### config.mk
export PLATFORM = sky130hd
export DESIGN_NAME = pwm_bridge_steer
export DESIGN_NICKNAME = d
export VERILOG_FILES = /design/src/rtl/pwm_bridge_pkg.sv /design/src/rtl/pwm_bridge_timebase.sv /design/src/rtl/pwm_bridge_deadband.sv /design/src/rtl/pwm_bridge_steer_map.sv /design/src/rtl/pwm_bridge_steer.sv
export SDC_FILE = /design/constraint.sdc
export NUM_CORES = 1
export LEC_CHECK = 0
export BUFFER_PORTS_ARGS = -buffer_cell sky130_fd_sc_hd__buf_2
export CAP_MARGIN = 5
export CORE_AREA = 2 2 66 68
export CTS_BUF_LIST = sky130_fd_sc_hd__clkbuf_2 sky130_fd_sc_hd__clkbuf_4 sky130_fd_sc_hd__clkbuf_8
export DETAILED_ROUTE_END_ITERATION = 8
export DIE_AREA = 0 0 68 70
export GPL_TIMING_DRIVEN = 0
export PLACE_DENSITY = 0.86
export SETUP_SLACK_MARGIN = 0.3
export SKIP_LAST_GASP = 1
export SYNTH_ARGS = -nofsm -noshare
export SYNTH_HDL_FRONTEND = slang
export SYNTH_SLANG_ARGS = --single-unit
### constraint.sdc
create_clock -name clk -period 5.4 [get_ports clk]
set_input_delay 0.27 -clock clk [delete_from_list [all_inputs] [get_ports clk]]
set_output_delay 0.27 -clock clk [all_outputs]
set_load 0.01 [all_outputs]
### src/rtl/pwm_bridge_pkg.sv
package pwm_bridge_pkg;
  typedef enum logic [1:0] {
    STEER_SINGLE = 2'b00,
    STEER_FWD    = 2'b01,
    STEER_HALF   = 2'b10,
    STEER_REV    = 2'b11
  } steer_e;
endpackage

### src/rtl/pwm_bridge_timebase.sv
module pwm_bridge_timebase #(
  parameter int TMR_W  = 8,
  parameter int FINE_W = 2
) (
  input  logic                      clk,
  input  logic                      rst_n,
  input  logic                      run,
  input  logic [TMR_W-1:0]          period,
  input  logic [TMR_W+FINE_W-1:0]   duty,
  output logic                      pwm_q
);
  localparam int CNT_W = TMR_W + FINE_W;

  logic [CNT_W-1:0] cnt;
  logic [CNT_W-1:0] duty_lat;
  logic [CNT_W-1:0] limit;
  logic             wrap;

  // last clock of a cycle: coarse part equals period and fine part is full
  assign limit = {period, {FINE_W{1'b1}}};
  assign wrap  = run && (cnt >= limit);

  always_ff @(posedge clk or negedge rst_n) begin
    if (!rst_n) begin
      cnt      <= '0;
      duty_lat <= '0;
      pwm_q    <= 1'b0;
    end else if (!run) begin
      cnt      <= '0;
      duty_lat <= duty;
      pwm_q    <= 1'b0;
    end else begin
      pwm_q <= (cnt < duty_lat);
      if (wrap) begin
        cnt      <= '0;
        duty_lat <= duty;
      end else begin
        cnt <= cnt + 1'b1;
      end
    end
  end

  // the latched duty moves only at a cycle boundary
  p_duty_hold_r4: assert property (@(posedge clk) disable iff (!rst_n)
    (run && !wrap) |=> $stable(duty_lat));
endmodule

### src/rtl/pwm_bridge_deadband.sv
module pwm_bridge_deadband #(
  parameter int DB_W = 6
) (
  input  logic            clk,
  input  logic            rst_n,
  input  logic            run,
  input  logic [DB_W-1:0] dead,
  input  logic            din,
  output logic            dout
);
  logic [DB_W-1:0] wait_cnt;

  always_ff @(posedge clk or negedge rst_n) begin
    if (!rst_n) begin
      wait_cnt <= '0;
      dout     <= 1'b0;
    end else if (!run || !din) begin
      wait_cnt <= '0;
      dout     <= 1'b0;
    end else if (wait_cnt >= dead) begin
      dout <= 1'b1;
    end else begin
      wait_cnt <= wait_cnt + 1'b1;
    end
  end

  // the falling edge passes with no added delay
  p_fall_now_r5: assert property (@(posedge clk) disable iff (!rst_n)
    !din |=> !dout);
endmodule

### src/rtl/pwm_bridge_steer_map.sv
module pwm_bridge_steer_map
  import pwm_bridge_pkg::*;
(
  input  logic       clk,
  input  logic       rst_n,
  input  logic       run,
  input  steer_e     steer,
  input  logic       inv_ac,
  input  logic       inv_bd,
  input  logic       pwm,
  input  logic       a_db,
  input  logic       b_db,
  output logic [3:0] drv,
  output logic [3:0] drv_en
);
  logic [3:0] act;
  logic [3:0] en;
  logic [3:0] inv_mask;

  assign inv_mask = {inv_bd, inv_ac, inv_bd, inv_ac};

  always_comb begin
    act = '0;
    en  = '0;
    case (steer)
      STEER_SINGLE: begin act[0] = pwm; en = 4'b0001; end
      STEER_FWD:    begin act = {pwm, 1'b0, 1'b0, 1'b1}; en = 4'b1111; end
      STEER_HALF:   begin act[1:0] = {b_db, a_db}; en = 4'b0011; end
      STEER_REV:    begin act = {1'b0, 1'b1, pwm, 1'b0}; en = 4'b1111; end
      default:      begin act = '0; en = '0; end
    endcase
  end

  always_ff @(posedge clk or negedge rst_n) begin
    if (!rst_n) begin
      drv    <= '0;
      drv_en <= '0;
    end else if (!run) begin
      drv    <= '0;
      drv_en <= '0;
    end else begin
      drv    <= (act ^ inv_mask) & en;
      drv_en <= en;
    end
  end

  // idle releases every pin on the next clock
  p_release_r9: assert property (@(posedge clk) disable iff (!rst_n)
    !run |=> (drv_en == 4'b0000 && drv == 4'b0000));

  // forward bridge drives all four pins
  p_fwd_en_r3: assert property (@(posedge clk) disable iff (!rst_n)
    (run && steer == STEER_FWD) |=> (drv_en == 4'b1111));
endmodule

### src/rtl/pwm_bridge_steer.sv
module pwm_bridge_steer
  import pwm_bridge_pkg::*;
#(
  parameter int TMR_W  = 8,
  parameter int FINE_W = 2,
  parameter int DB_W   = 6
) (
  input  logic              clk,
  input  logic              rst_n,
  input  logic [3:0]        mode,
  input  logic [1:0]        steer,
  input  logic [TMR_W-1:0]  period,
  input  logic [TMR_W-1:0]  duty_hi,
  input  logic [FINE_W-1:0] duty_lo,
  input  logic [DB_W-1:0]   dead,
  output logic [3:0]        drv,
  output logic [3:0]        drv_en
);
  localparam int CNT_W = TMR_W + FINE_W;

  logic             run;
  logic             pwm_q;
  logic [CNT_W-1:0] duty;
  logic [1:0]       db_in;
  logic [1:0]       db_out;

  assign run   = (mode[3:2] == 2'b11);
  assign duty  = {duty_hi, duty_lo};
  assign db_in = {~pwm_q, pwm_q};

  pwm_bridge_timebase #(.TMR_W(TMR_W), .FINE_W(FINE_W)) u_tb (
    .clk(clk), .rst_n(rst_n), .run(run), .period(period),
    .duty(duty), .pwm_q(pwm_q)
  );

  // index 0 feeds pin A (true phase), index 1 feeds pin B (complement)
  for (genvar g = 0; g < 2; g++) begin : g_db
    pwm_bridge_deadband #(.DB_W(DB_W)) u_db (
      .clk(clk), .rst_n(rst_n), .run(run), .dead(dead),
      .din(db_in[g]), .dout(db_out[g])
    );
  end

  pwm_bridge_steer_map u_map (
    .clk(clk), .rst_n(rst_n), .run(run), .steer(steer_e'(steer)),
    .inv_ac(mode[1]), .inv_bd(mode[0]), .pwm(pwm_q),
    .a_db(db_out[0]), .b_db(db_out[1]),
    .drv(drv), .drv_en(drv_en)
  );

  // the two half-bridge phases are never active together
  p_no_overlap_r5: assert property (@(posedge clk) disable iff (!rst_n)
    !(db_out[0] && db_out[1]));
endmodule

-- Word-level counts from Yosys, hierarchy flattened
Index checks and enable logic that the tools add are counted.
- register bits: 43
- input port bits: 32
- output and inout bits: 8
- word-level logic and storage cells: 53
- add/subtract/negate cells: 3
- order comparisons: 4
- eq/ne operators: 7
- muxes and demuxes: 19
- bitwise operators: 2
- reduce and logical (&&, ||, !) cells: 9
- operators by type and width (operator ; number):
    $mux W10 ; 4
    $mux W6 ; 4
    $add A6 B1 Y6 const B ; 2
    $ge A6 B6 Y1 ; 2
    $pmux W4 S3 ; 1
    $add A10 B1 Y10 const B ; 1
    $ge A10 B10 Y1 ; 1
    $lt A10 B10 Y1 ; 1
    $mux W4 ; 2
    $eq A2 B2 Y1 const B ; 3
    $mux W1 ; 5
    $and A4 B4 Y4 ; 1
    $ne A2 B1 Y1 const B ; 2
    $pmux W1 S4 ; 1
    $pmux W2 S2 ; 1
    $reduce_bool A2 Y1 ; 2
    $xor A4 B4 Y4 ; 1
    $eq A2 B1 Y1 const B ; 1
    $logic_not A1 Y1 ; 2
    $logic_not A2 Y1 ; 1
    $logic_or A1 B1 Y1 ; 2
    $ne A2 B2 Y1 const B ; 1
    $pmux W1 S2 ; 1
    $reduce_or A2 Y1 ; 1
    $logic_and A1 B1 Y1 ; 1

-- Depth between registers and ports, before layout
Gate-level depths: netlist of the first run.
- depth after elaboration: 5
- gate-level depth with buffers: 8
- mapped depth without buffers: 7

-- Modules after synthesis
From an unflattened synthesis of the first run, not the netlist that was laid out.
- cell total of the unflattened synthesis: 267
- area total of the unflattened synthesis: 2623.8 um2
- by module, submodules not included (module ; instances ; cells each ; area an instance (um2) ; sequential area each (um2)):
    pwm_bridge_timebase ; 1 ; 124 ; 1278.7 ; 525.5
    pwm_bridge_deadband ; 2 ; 56 ; 509.2 ; 175.2
    pwm_bridge_steer_map ; 1 ; 29 ; 316.6 ; 175.2
    pwm_bridge_steer ; 1 ; 2 ; 10.0 ; 0.0

-- Worst setup path after synthesis of the first run
OpenSTA, ideal clock, no wires.
- path type: flip-flop to flip-flop
- start: reg u_tb.cnt[8]
- end: reg u_tb.duty_lat[8]
- library setup time: 125 ps
- data arrival time: 1868 ps
- data required time: 5275 ps
- setup slack: 3407 ps
- cell stages (with the launch flop): 7
- path buffers: 1
- clock period less this slack: 1993 ps
- path through: dfrtp_1 > ha_1 > a21o_1 > a2111oi_4 > nand2_4 > buf_6 > mux2_4
- cells in the longest elaborated chain, start to end: 3
- ends and longest elaborated chain (element ; line ; text):
    from (decl) ; pwm_bridge_timebase.sv:14 ; logic [CNT_W-1:0] cnt;
    from (signal assigned) ; pwm_bridge_timebase.sv:38 ; cnt <= cnt + 1'b1;
    $ge A10 B10 Y1 ; pwm_bridge_timebase.sv:21 ; assign wrap = run && (cnt >= limit);
    $logic_and A1 B1 Y1 ; pwm_bridge_timebase.sv:21 ;
    $ne A2 B2 Y1 (no source line) ; -- ;
    to (signal assigned) ; pwm_bridge_timebase.sv:30 ; duty_lat <= duty;
    to (signal assigned) ; pwm_bridge_timebase.sv:36 ; duty_lat <= duty;
    to (decl) ; pwm_bridge_timebase.sv:15 ; logic [CNT_W-1:0] duty_lat;
Every way passes these cells.
A chain may end at the register's enable or synchronous reset.

-- Worst setup path in the final report of the first run
Ends and elaborated chain as after synthesis.

==> impl_results.md, run 1 <==
* Status: completed
* Element type at the critical path end: flip-flop
* Post-Synthesis Net Count at 318
* Netlist cell types at 39
* Post-DR vias/cell at 5.38
* Initial Utilization at 0.603
* Final setup vio count at 0
* HP Class: in -> async
* Num rows at 24
* Antenna Nets Post-Route at 0
* Fin. max-slew vios at 0
* Hold_buf cts at 0
* ANT cells at 0
* RSZ-0062 raised after global routing: no
* Sequential area share after synthesis at 0.421
* Maximum root-to-sink buffer count at 2
* Minimum clock period at 2160 ps
* Post-CTS Setup Bufs at 0
* Routability cong. at 0.807
* Setup ws final at 3240 ps
* Largest net degree at the start of global routing at 43
* Vias in the first global route at 1887
* DPL Wire Length at 3.59 mm
* P_leak at 1.44 nW
* GRT Util Overall at 0.223
* Clock skew at 10.8 ps
* Achievable Freq at 0.463 GHz
* Initial antenna violation count at 0
* First-pass GRT wire length at 8.08 mm
* WL met3 at 217 um
* Top Layer Used: met4
* Placement Setup Slack at 3230 ps
* WL met1 at 2.07 mm
* Later-pin clock latency in the skew report at 300 ps
* Gr ovfl total at 0
* Drt pass-1 iters at 4
* Max_slew headroom at 0.393
* Storage element area at 0.00105 mm2
* Final core occ at 0.692
* DRC viols at 0
* H-tree levels at 2
* Iter 0 DRT Violations at 91
* Vias at 1893
* Setup crit start kind: flip-flop
* Final period util at 0.400
* Overall die area at 0.00476 mm2
* Wirelength per Cell at 13.1 um
* CTS Sinks at 42
* Setup_tns at 0 ps
* Crit Path Max Fanout at 10
* CP Class: reg -> reg
* Gates resized, CTS repair at 0
* Synth Warn # at 0
* Final-stage net count at 363
* Worst EP required at 5590 ps
* TritonCTS clock tree: built
* Cell area after synthesis at 0.00250 mm2
* Root Driver: clkbuf_8
* Core Area at 0.00414 mm2
* Syn avg cell area at 9.84 um2
* I/O pin total at 40
* Post-synth EDFFs at 0
* Asr flop ratio synth at 1.00
* Inserted Clock Buffers at 5
* Final Hold Vio Count at 0
* Footprint of the multi-input gates at 0.00131 mm2
* Dominant register cell in the synthesized netlist: dfrtp_1
* Area delta synth->final at 14.8%
* Worst-path clk slew at 80 ps
* Max-cap violations at 0
* Met2 WL at 2.25 mm
* Commonest non-fill, non-tap cell in the layout: dfrtp_1
* Die H at 70 um
* Layout cells sized above 1 at 0.207
* Commonest non-fill, non-tap cells in the layout: dfrtp_1 (42), buf_2 (38), ha_1 (32)
* Cell Pwr Density at 229 mW/mm2
* Slew @ Worst Pin at 910 ps
* WL final at 4.62 mm
* Chip width at 68 um
* CP arrival at 2350 ps
* Synthesized flop and latch total at 42
* Peak supply drop at 0.177 mV
* Buffers on Ports at 38
* Post-Synthesis Cells at 254
* Fill cell count at 329
-- flip-flops by register name, summed over array words and instances (netlist names) --
name / flops
g_db.u_db.dout: 2
u_tb.duty_lat: 10
u_tb.cnt: 10
u_map.drv: 4
u_map.drv_en: 3
g_db.u_db.wait_cnt: 12
u_tb.pwm_q: 1
-- per-layer routing --
layer / up-vias / GRT usage
met5: - / 0
met2: 41 / 0.352
met1: 887 / 0.296
li1: 957 / -
met3: 8 / 0.0419
met4: 0 / 0.0956
-- cells by family (layout without fill, tap and decap cells) --
kind of cell	count (synthesis)	in the layout	synth area share
buffers and inverters	35	81	0.0571
flip-flops	42	42	0.421
AND/OR/NAND/NOR	78	78	0.151
XOR/XNOR	15	15	0.0526
multiplexers	12	12	0.0546
adder cells (fa/ha/maj)	32	32	0.160
AO/OA/AOI/OAI	40	40	0.104
-- Yosys cell counts, types with 2 or more instances --
cell       n  share of area
a21oi_1   19          0.038
clkbuf_1   3         0.0045
dfrtp_1   42           0.42
ha_1      32           0.16
inv_1     30          0.045
mux2_2     9          0.041
mux2i_1    2         0.0080
nand2_1   12          0.018
nand2b_1   4          0.010
nand3_1   10          0.020
nand4_1    4          0.010
nor2_1    30          0.045
nor2b_1    3         0.0075
nor4_1     2         0.0050
o211ai_1   2         0.0060
o21ai_0    9          0.018
or3_1      6          0.015
xnor2_1   11          0.039
xor2_1     4          0.014
-- cell type report --
type	count	share of cell area
clock buffers	7	0.0292
clock inverters	1	0.0105
repair buffers	38	0.0663
flip-flops and latches	42	0.366
well taps	52	0.0227
plain buffers	5	0.0105
multi-input cells	177	0.455
inverters	30	0.0393
-- stage by stage --
step	hold slack (ps)	cell area (um2)	power, mW	cells
CTS	137	2870	0.662	352
detailed placement	457	2750	0.410	344
floorplan	-25.6	2500	0.379	254
global placement	454	2750	0.406	344
finish	98.4	2870	0.658	352
global route	174	2870	0.686	352
-- path summary, 6_finish.rpt --
kind | cells after the start | slack [ps] | startpoint | end
worst max-delay path | 6 | 3240 | u_tb.cnt[8]$_DFF_PN0_ | u_tb.duty_lat[8]$_DFFE_PN0P_
worst min-delay path | 1 | 100 | rst_n | g_db[1].u_db.wait_cnt[0]$_DFFE_PN0P_
worst max register to register | 6 | 3240 | u_tb.cnt[8]$_DFF_PN0_ | u_tb.duty_lat[8]$_DFFE_PN0P_
worst min register to register | 1 | 510 | u_tb.duty_lat[2]$_DFFE_PN0P_ | u_tb.duty_lat[2]$_DFFE_PN0P_
max in group asynchronous | 1 | 4730 | rst_n | g_db[0].u_db.wait_cnt[0]$_DFFE_PN0P_
min in group clk | 2 | 200 | duty_hi[4] | u_tb.duty_lat[6]$_DFFE_PN0P_
-- worst max-delay path, stage by stage, from the launching register on --
cell,delay (ps)
dfrtp_1,440
ha_1,310
a21o_1,210
a2111oi_4,440
nand2_4,170
buf_6,190
mux2_4,290
-- power by group --
part	switching, mW	internal, mW
clock	0.107	0.148
sequential	0.00641	0.325
combinational	0.0381	0.0336
Power figures use the tool's default switching activity.
==> inputs of run 2 (changes only) <==
--- a/config.mk
+++ b/config.mk
@@ -5,14 +5,15 @@
 export SDC_FILE = /design/constraint.sdc
 export NUM_CORES = 1
 export LEC_CHECK = 0
+export ABC_AREA = 1
 export BUFFER_PORTS_ARGS = -buffer_cell sky130_fd_sc_hd__buf_2
 export CAP_MARGIN = 5
-export CORE_AREA = 2 2 66 68
+export CORE_AREA = 2 2 74 76
 export CTS_BUF_LIST = sky130_fd_sc_hd__clkbuf_2 sky130_fd_sc_hd__clkbuf_4 sky130_fd_sc_hd__clkbuf_8
 export DETAILED_ROUTE_END_ITERATION = 8
-export DIE_AREA = 0 0 68 70
+export DIE_AREA = 0 0 76 78
 export GPL_TIMING_DRIVEN = 0
-export PLACE_DENSITY = 0.86
+export PLACE_DENSITY = 0.78
 export SETUP_SLACK_MARGIN = 0.3
 export SKIP_LAST_GASP = 1
 export SYNTH_ARGS = -nofsm -noshare
==> constraint.sdc (replaced) <==
create_clock -name clk -period 1.8 [get_ports clk]
set_input_delay 0.09 -clock clk [delete_from_list [all_inputs] [get_ports clk]]
set_output_delay 0.09 -clock clk [all_outputs]
set_load 0.01 [all_outputs]
==> run 2 against run 1 <==
Compared with the run above:
- critical path type unchanged
- combinational power increased to 4.3 times the previous value
- die area increased by 25%
- first-iteration DRC count increased by 30%
- wire length increased by 45%
- sequential share of layout area decreased by 8.2 points
- flip-flop and latch count unchanged
- register-to-register slack got worse by 3100 ps
==> impl_results.md, run 2 <==
* Synth Area in Adders at 0.148
* Setup crit start kind: flip-flop
* Main combinational cell family by area after synthesis: simple AND/OR/NAND/NOR gates
* Slew @ Worst Pin at 928 ps
* Antenna Nets Post-Route at 0
* Element type at the critical path end: flip-flop
* Setup_tns at 0 ps
* WL final at 6.71 mm
* Placement Setup Slack at 128 ps
* Met2 usage at 0.388
* Most used cell, CP: buf_6
* Top-count cell post-synth: nand2_1
* Post-synth EDFFs at 0
* Vias at 2575
* Root Driver: clkbuf_8
* Chip width at 76 um
* CP peak stage delay at 450 ps
* Maximum root-to-sink buffer count at 2
* Gr ovfl total at 0
* Max-cap violations at 0
* Synthesized flop and latch total at 42
* Synth Warn # at 0
* Netlist cell types at 23
* Synth top area share at 0.387
* RSZ-0062 raised after global routing: yes
* Post-Synthesis Cells at 346
* ANT cells at 0
* Status: completed
* Final Hold Vio Count at 0
* Ranking of synthesized cells by area: dfrtp_1 (39%), ha_1 (15%), nand2_1 (12%)
* First-pass GRT wire length at 10.1 mm
* CP arrival at 1810 ps
* Top Registers: g_db.u_db.wait_cnt (12), u_tb.cnt (10), u_tb.duty_lat (10)
* Commonest non-fill, non-tap cell in the layout: nand2_1
* Global routing met1 resource utilization at 0.251
* Die H at 78 um
* Core Area at 0.00504 mm2
* Minimum clock period at 1620 ps
* R2r setup slk at 180 ps
* I/O pin total at 40
* Cell Pwr Density at 557 mW/mm2
* Max_slew headroom at 0.381
* GRT busiest layer: met2
* Layout cells sized above 1 at 0.323
* Final-stage net count at 493
* CP Class: reg -> reg
* CTS Sinks at 42
* TritonCTS clock tree: built
* Asr flop ratio synth at 1.00
* Proportion of synthesized area in mux cells at 0
* Post-Synthesis Net Count at 410
* Cell area after synthesis at 0.00271 mm2
* Largest net degree at the start of global routing at 43
* Num rows at 26
* Fin. max-slew vios at 0
* DPL Wire Length at 4.06 mm
* Setup ws final at 180 ps
* Worst EP required at 1990 ps
* Inserted Clock Buffers at 5
* Routability cong. at 0.799
* Footprint of the multi-input gates at 0.00171 mm2
* GRT Util Overall at 0.211
* Peak supply drop at 0.466 mV
* Final setup vio count at 0
* Sequential area share after synthesis at 0.387
* Largest register by flop count: g_db.u_db.wait_cnt
* Initial antenna violation count at 0
* Most common library cells after synthesis: nand2_1 (90), inv_1 (49), dfrtp_1 (42)
* Storage element area at 0.00106 mm2
* Post-DR vias/cell at 5.15
* Crit Path Max Fanout at 10
* DRC viols at 0
* P_leak at 1.99 nW
* Drt pass-1 iters at 4
* Overall die area at 0.00593 mm2
* Critical-path cell list: ha_1 -> nand2_1 -> nor2_2 -> nand3_1 -> nand4_1 -> buf_6 -> buf_6 -> nor2_1
* Initial Utilization at 0.538
* Wirelength per Cell at 13.4 um
* Clock skew at 6.77 ps
* Iter 0 DRT Violations at 118
* Compound-Gate Fraction of Synth Area at 0.0489
* Achievable Freq at 0.617 GHz
* HP Class: in -> reg
* XOR/XNOR Fraction of Synth Area at 0.0484
* Commonest non-fill, non-tap cells in the layout: nand2_1 (73), inv_1 (47), buf_2 (40)
* Area delta synth->final at 37.0%
* Buffers on Ports at 39
* Dominant register cell in the synthesized netlist: dfrtp_1
* Fill cell count at 315
* Top cell family by delay on the critical path: simple AND/OR/NAND/NOR gates
* Post-synthesis simple-gate area fraction at 0.289
* Area leader, netlist: dfrtp_1
* Vias in the first global route at 2390
* Met3 Use GR at 0.0326
* CP max stage cell: dfrtp_1
* Crit path buffers/inverters at 2
* Later-pin clock latency in the skew report at 300 ps
* Worst-path clk slew at 80 ps
* H-tree levels at 2
* Min Hold Slack at 4.55 ps
* Syn avg cell area at 7.84 um2
* Final period util at 0.900
* Number of flip-flops in the largest register at 12
-- run 2: cell count changes after synthesis, sizes merged, moves of 6 or more --
cell,delta
or3,-6
inv,+19
o21ai,-6
nand4,+8
nand2,+82
mux2,-10
nand3,+23
a21oi,-10
nor2,+6
-- run 2: path summary, 6_finish.rpt --
kind                                                from                                    to  depth (start not counted)
min in group asynchronous                          rst_n  g_db[1].u_db.wait_cnt[4]$_DFFE_PN0P_                          2
hold reg to reg            g_db[0].u_db.dout$_DFFE_PN0P_         g_db[0].u_db.dout$_DFFE_PN0P_                          2
setup reg to reg                   u_tb.cnt[6]$_DFF_PN0_                 u_tb.cnt[8]$_DFF_PN0_                          8
hold / removal                                duty_hi[6]          u_tb.duty_lat[8]$_DFFE_PN0P_                          3
setup / recovery                   u_tb.cnt[6]$_DFF_PN0_                 u_tb.cnt[8]$_DFF_PN0_                          8
max in group asynchronous                          rst_n                 u_tb.cnt[2]$_DFF_PN0_                          2
-- run 2: per-stage QoR --
stage / power, mW / util / instance area (um2) / instances
after floorplan: 1.14 / - / 2710 / 346
after global placement: 1.23 / 0.594 / 3000 / 455
after detailed placement: 1.23 / 0.594 / 3000 / 455
after CTS: 2.02 / 0.668 / 3370 / 483
after global routing: 2.16 / 0.737 / 3720 / 500
final: 2.07 / 0.737 / 3720 / 500
-- run 2: cell type report --
class,count,area share
inverters,49,0.0495
well taps,70,0.0236
clock inverters,1,0.00808
repair buffers,76,0.140
multi-input cells,250,0.459
clock buffers,7,0.0226
flip-flops and latches,42,0.284
plain buffers,5,0.0125
-- run 2: logic make-up after synthesis --
kind of cell	after synthesis
simple gates	181
xor+xnor	15
compound gates	22
flops	42
buf+inv	54
fa+ha+maj	32
-- run 2: layer usage --
layer | share of wire | vias to the layer above
li1 | - | 1278
met1 | 0.43 | 1212
met2 | 0.52 | 71
met3 | 0.037 | 14
met4 | 0.016 | 0
met5 | 0 | -
-- run 2: timing repair --
item                                    4_1_cts  5_1_grt
hold buffers                                 10        0
resized for setup                            22       49
hold endpoints to repair                     51        0
cloned                                        0        1
buffers inserted                             10       16
pin swaps                                     5       14
endpoints found under the setup margin       34       35
-- run 2: where the power goes --
part | switching [mW] | total, mW | internal, mW
sequential | 0.0203 | 0.995 | 0.975
clock | 0.318 | 0.763 | 0.445
combinational | 0.174 | 0.310 | 0.137
-- run 2: worst register-to-register path: stages (launching register included) --
cell	delay, ps
dfrtp_1	450
ha_1	300
nand2_1	70
nor2_2	160
nand3_1	100
nand4_1	100
buf_6	130
buf_6	150
nor2_1	60
==> inputs of run 3 (changes only) <==
--- a/config.mk
+++ b/config.mk
@@ -8,12 +8,12 @@
 export ABC_AREA = 1
 export BUFFER_PORTS_ARGS = -buffer_cell sky130_fd_sc_hd__buf_2
 export CAP_MARGIN = 5
-export CORE_AREA = 2 2 74 76
+export CORE_AREA = 2 2 76 64
 export CTS_BUF_LIST = sky130_fd_sc_hd__clkbuf_2 sky130_fd_sc_hd__clkbuf_4 sky130_fd_sc_hd__clkbuf_8
 export DETAILED_ROUTE_END_ITERATION = 8
-export DIE_AREA = 0 0 76 78
+export DIE_AREA = 0 0 78 66
 export GPL_TIMING_DRIVEN = 0
-export PLACE_DENSITY = 0.78
+export PLACE_DENSITY = 0.86
 export SETUP_SLACK_MARGIN = 0.3
 export SKIP_LAST_GASP = 1
 export SYNTH_ARGS = -nofsm -noshare
==> constraint.sdc (replaced) <==
create_clock -name clk -period 1.9 [get_ports clk]
set_input_delay 0.095 -clock clk [delete_from_list [all_inputs] [get_ports clk]]
set_output_delay 0.095 -clock clk [all_outputs]
set_load 0.01 [all_outputs]
==> run 3 against run 2 <==
Compared with the run above:
- clock power fell by 9.2%
- critical path type unchanged
- global-route usage rose by 2.8 points
- wire length fell by 4.2%
- highest routed layer unchanged
- sequential share of layout area rose by 2.2 points
- power fell by 7.7%
- core utilization rose by 5.0 points
- clock skew barely moved
- sequential power fell by 5.2%
==> impl_results.md, run 3 (synthesis results as in run 2) <==
* CTS Sinks at 42
* Post-DR vias/cell at 5.27
* Antenna Nets Post-Route at 0
* Minimum clock period at 1600 ps
* Overall die area at 0.00515 mm2
* Storage element area at 0.00106 mm2
* Gate power share at 0.142
* Vias at 2516
* Max-cap violations at 0
* Cells after DPL at 445
* Largest register by flop count: g_db.u_db.wait_cnt
* Critical-path cell list: ha_4 -> nand2_4 -> inv_2 -> nand2_2 -> nor2_2 -> nor3_4 -> clkbuf_16 -> nand3_1 -> nand2_1
* Setup crit start kind: flip-flop
* Commonest non-fill, non-tap cell in the layout: nand2_1
* Vias in the first global route at 2228
* CP Class: reg -> reg
* Status: completed
* Wirelength per Cell at 13.5 um
* Final period util at 0.841
* Final Hold Vio Count at 0
* Routability cong. at 0.817
* Cell Pwr Density at 551 mW/mm2
* TritonCTS clock tree: built
* Area delta synth->final at 27.7%
* CP peak stage delay at 430 ps
* Gr ovfl total at 0
* DRC viols at 0
* H-tree levels at 2
* Slew @ Worst Pin at 899 ps
* ANT cells at 0
* DPL Wire Length at 4.07 mm
* Iter 0 DRT Violations at 235
* Initial antenna violation count at 0
* CP arrival at 1830 ps
* HP Class: in -> reg
* Worst-path clk slew at 80 ps
* Num rows at 22
* Pint at 1.43 mW
* Seq pwr share at 0.494
* Switching power at 0.479 mW
* Number of flip-flops in the largest register at 12
* I/O pin total at 40
* Chip width at 78 um
* Fill cell count at 287
* Drt pass-1 iters at 5
* Buffers on Ports at 39
* Net Sw Frac at 0.251
* Largest net degree at the start of global routing at 43
* Final-stage net count at 480
* RSZ-0062 raised after global routing: yes
* Hold Crit Depth at 3
* Inserted Clock Buffers at 5
* Setup_tns at 0 ps
* First-pass GRT wire length at 9.75 mm
* Root Driver: clkbuf_8
* Final non-filler cell total at 477
* Final core occ at 0.787
* Top Registers: g_db.u_db.wait_cnt (12), u_tb.cnt (10), u_tb.duty_lat (10)
* Element type at the critical path end: flip-flop
* Max_slew headroom at 0.400
* GRT Util Overall at 0.239
* Footprint of the multi-input gates at 0.00158 mm2
* Maximum root-to-sink buffer count at 2
* Die H at 66 um
* Initial Utilization at 0.616
* Peak supply drop at 0.461 mV
* Commonest non-fill, non-tap cells in the layout: nand2_1 (87), inv_1 (45), buf_2 (40)
* Fin. max-slew vios at 0
* Clock share of power at 0.363
* Core Area at 0.00440 mm2
* WL final at 6.43 mm
* Clock skew at 6.70 ps
* Layout cells sized above 1 at 0.261
* P_leak at 1.92 nW
* Final setup vio count at 0
* Later-pin clock latency in the skew report at 290 ps
* FF-to-FF path depth at 9
* Worst EP required at 2140 ps
* Achievable Freq at 0.626 GHz
* Crit Path Max Fanout at 5
* CP max stage cell: dfrtp_1
## run 3: changes by cell type in the layout (fill, tap and decap cells not counted), sizes merged
cell / change
buf: -10
clkbuf: -1
clkinv: +2
dlygate4sd3: -4
## run 3: final cells by class
cell class / instances / share of cell area
well taps: 60 / 0.0217
flip-flops and latches: 42 / 0.306
multi-input cells: 250 / 0.455
clock inverters: 3 / 0.0116
plain buffers: 5 / 0.0112
inverters: 49 / 0.0531
clock buffers: 5 / 0.0199
repair buffers: 63 / 0.121
## run 3: power by group through the flow
stage	Clock [mW]	Sequential (mW)	Combinational, mW
3_3_place_gp	0	0.958	0.202
3_5_place_dp	0	0.959	0.211
4_1_cts	0.697	0.942	0.231
2_1_floorplan	0	0.959	0.121
6_report	0.693	0.943	0.272
5_1_grt	0.751	0.946	0.305
## run 3: metal layers
metal,up-vias,global-route usage,wire [um]
met5,-,0,0
met4,0,0.0439,114
met3,17,0.0464,378
met2,93,0.401,3080
met1,1157,0.327,2860
li1,1249,-,-
## run 3: critical path: cells and delay by family, from the launching register on
family	cells	cell delay, ps
buf+inv	2	250
fa+ha+maj	1	260
flops	1	430
simple gates	6	590
## run 3: worst paths after layout
check                                               from                              endpoint  slack (ps)
hold reg to reg            g_db[1].u_db.dout$_DFFE_PN0P_         g_db[1].u_db.dout$_DFFE_PN0P_         490
setup reg to reg                   u_tb.cnt[8]$_DFF_PN0_          u_tb.duty_lat[2]$_DFFE_PN0P_         300
min in group asynchronous                          rst_n  g_db[1].u_db.wait_cnt[5]$_DFFE_PN0P_         460
hold / removal                                duty_hi[6]          u_tb.duty_lat[8]$_DFFE_PN0P_           4
setup / recovery                   u_tb.cnt[8]$_DFF_PN0_          u_tb.duty_lat[2]$_DFFE_PN0P_         300
max in group asynchronous                          rst_n  g_db[0].u_db.wait_cnt[3]$_DFFE_PN0P_         810
## run 3: timing repair
action / 4_1_cts / 5_1_grt
endpoints found under the setup margin: 31 / 34
gates resized for setup: 7 / 36
cloned: 0 / 1
pin swaps: 1 / 15
endpoints found under the hold margin: 47 / 0
hold buffers: 6 / 0
setup buffers: 2 / 15
## run 3: metrics by stage
step           cell area (um2)  setup slack (ps)  hold slack (ps)  power, mW
6_report                  3460               302             3.99       1.91
5_1_grt                   3460               248             4.27       2.00
4_1_cts                   3200               304             4.83       1.87
3_5_place_dp              2980               221              270       1.17
3_3_place_gp              2980               261              263       1.16
2_1_floorplan             2710               409             -201       1.08
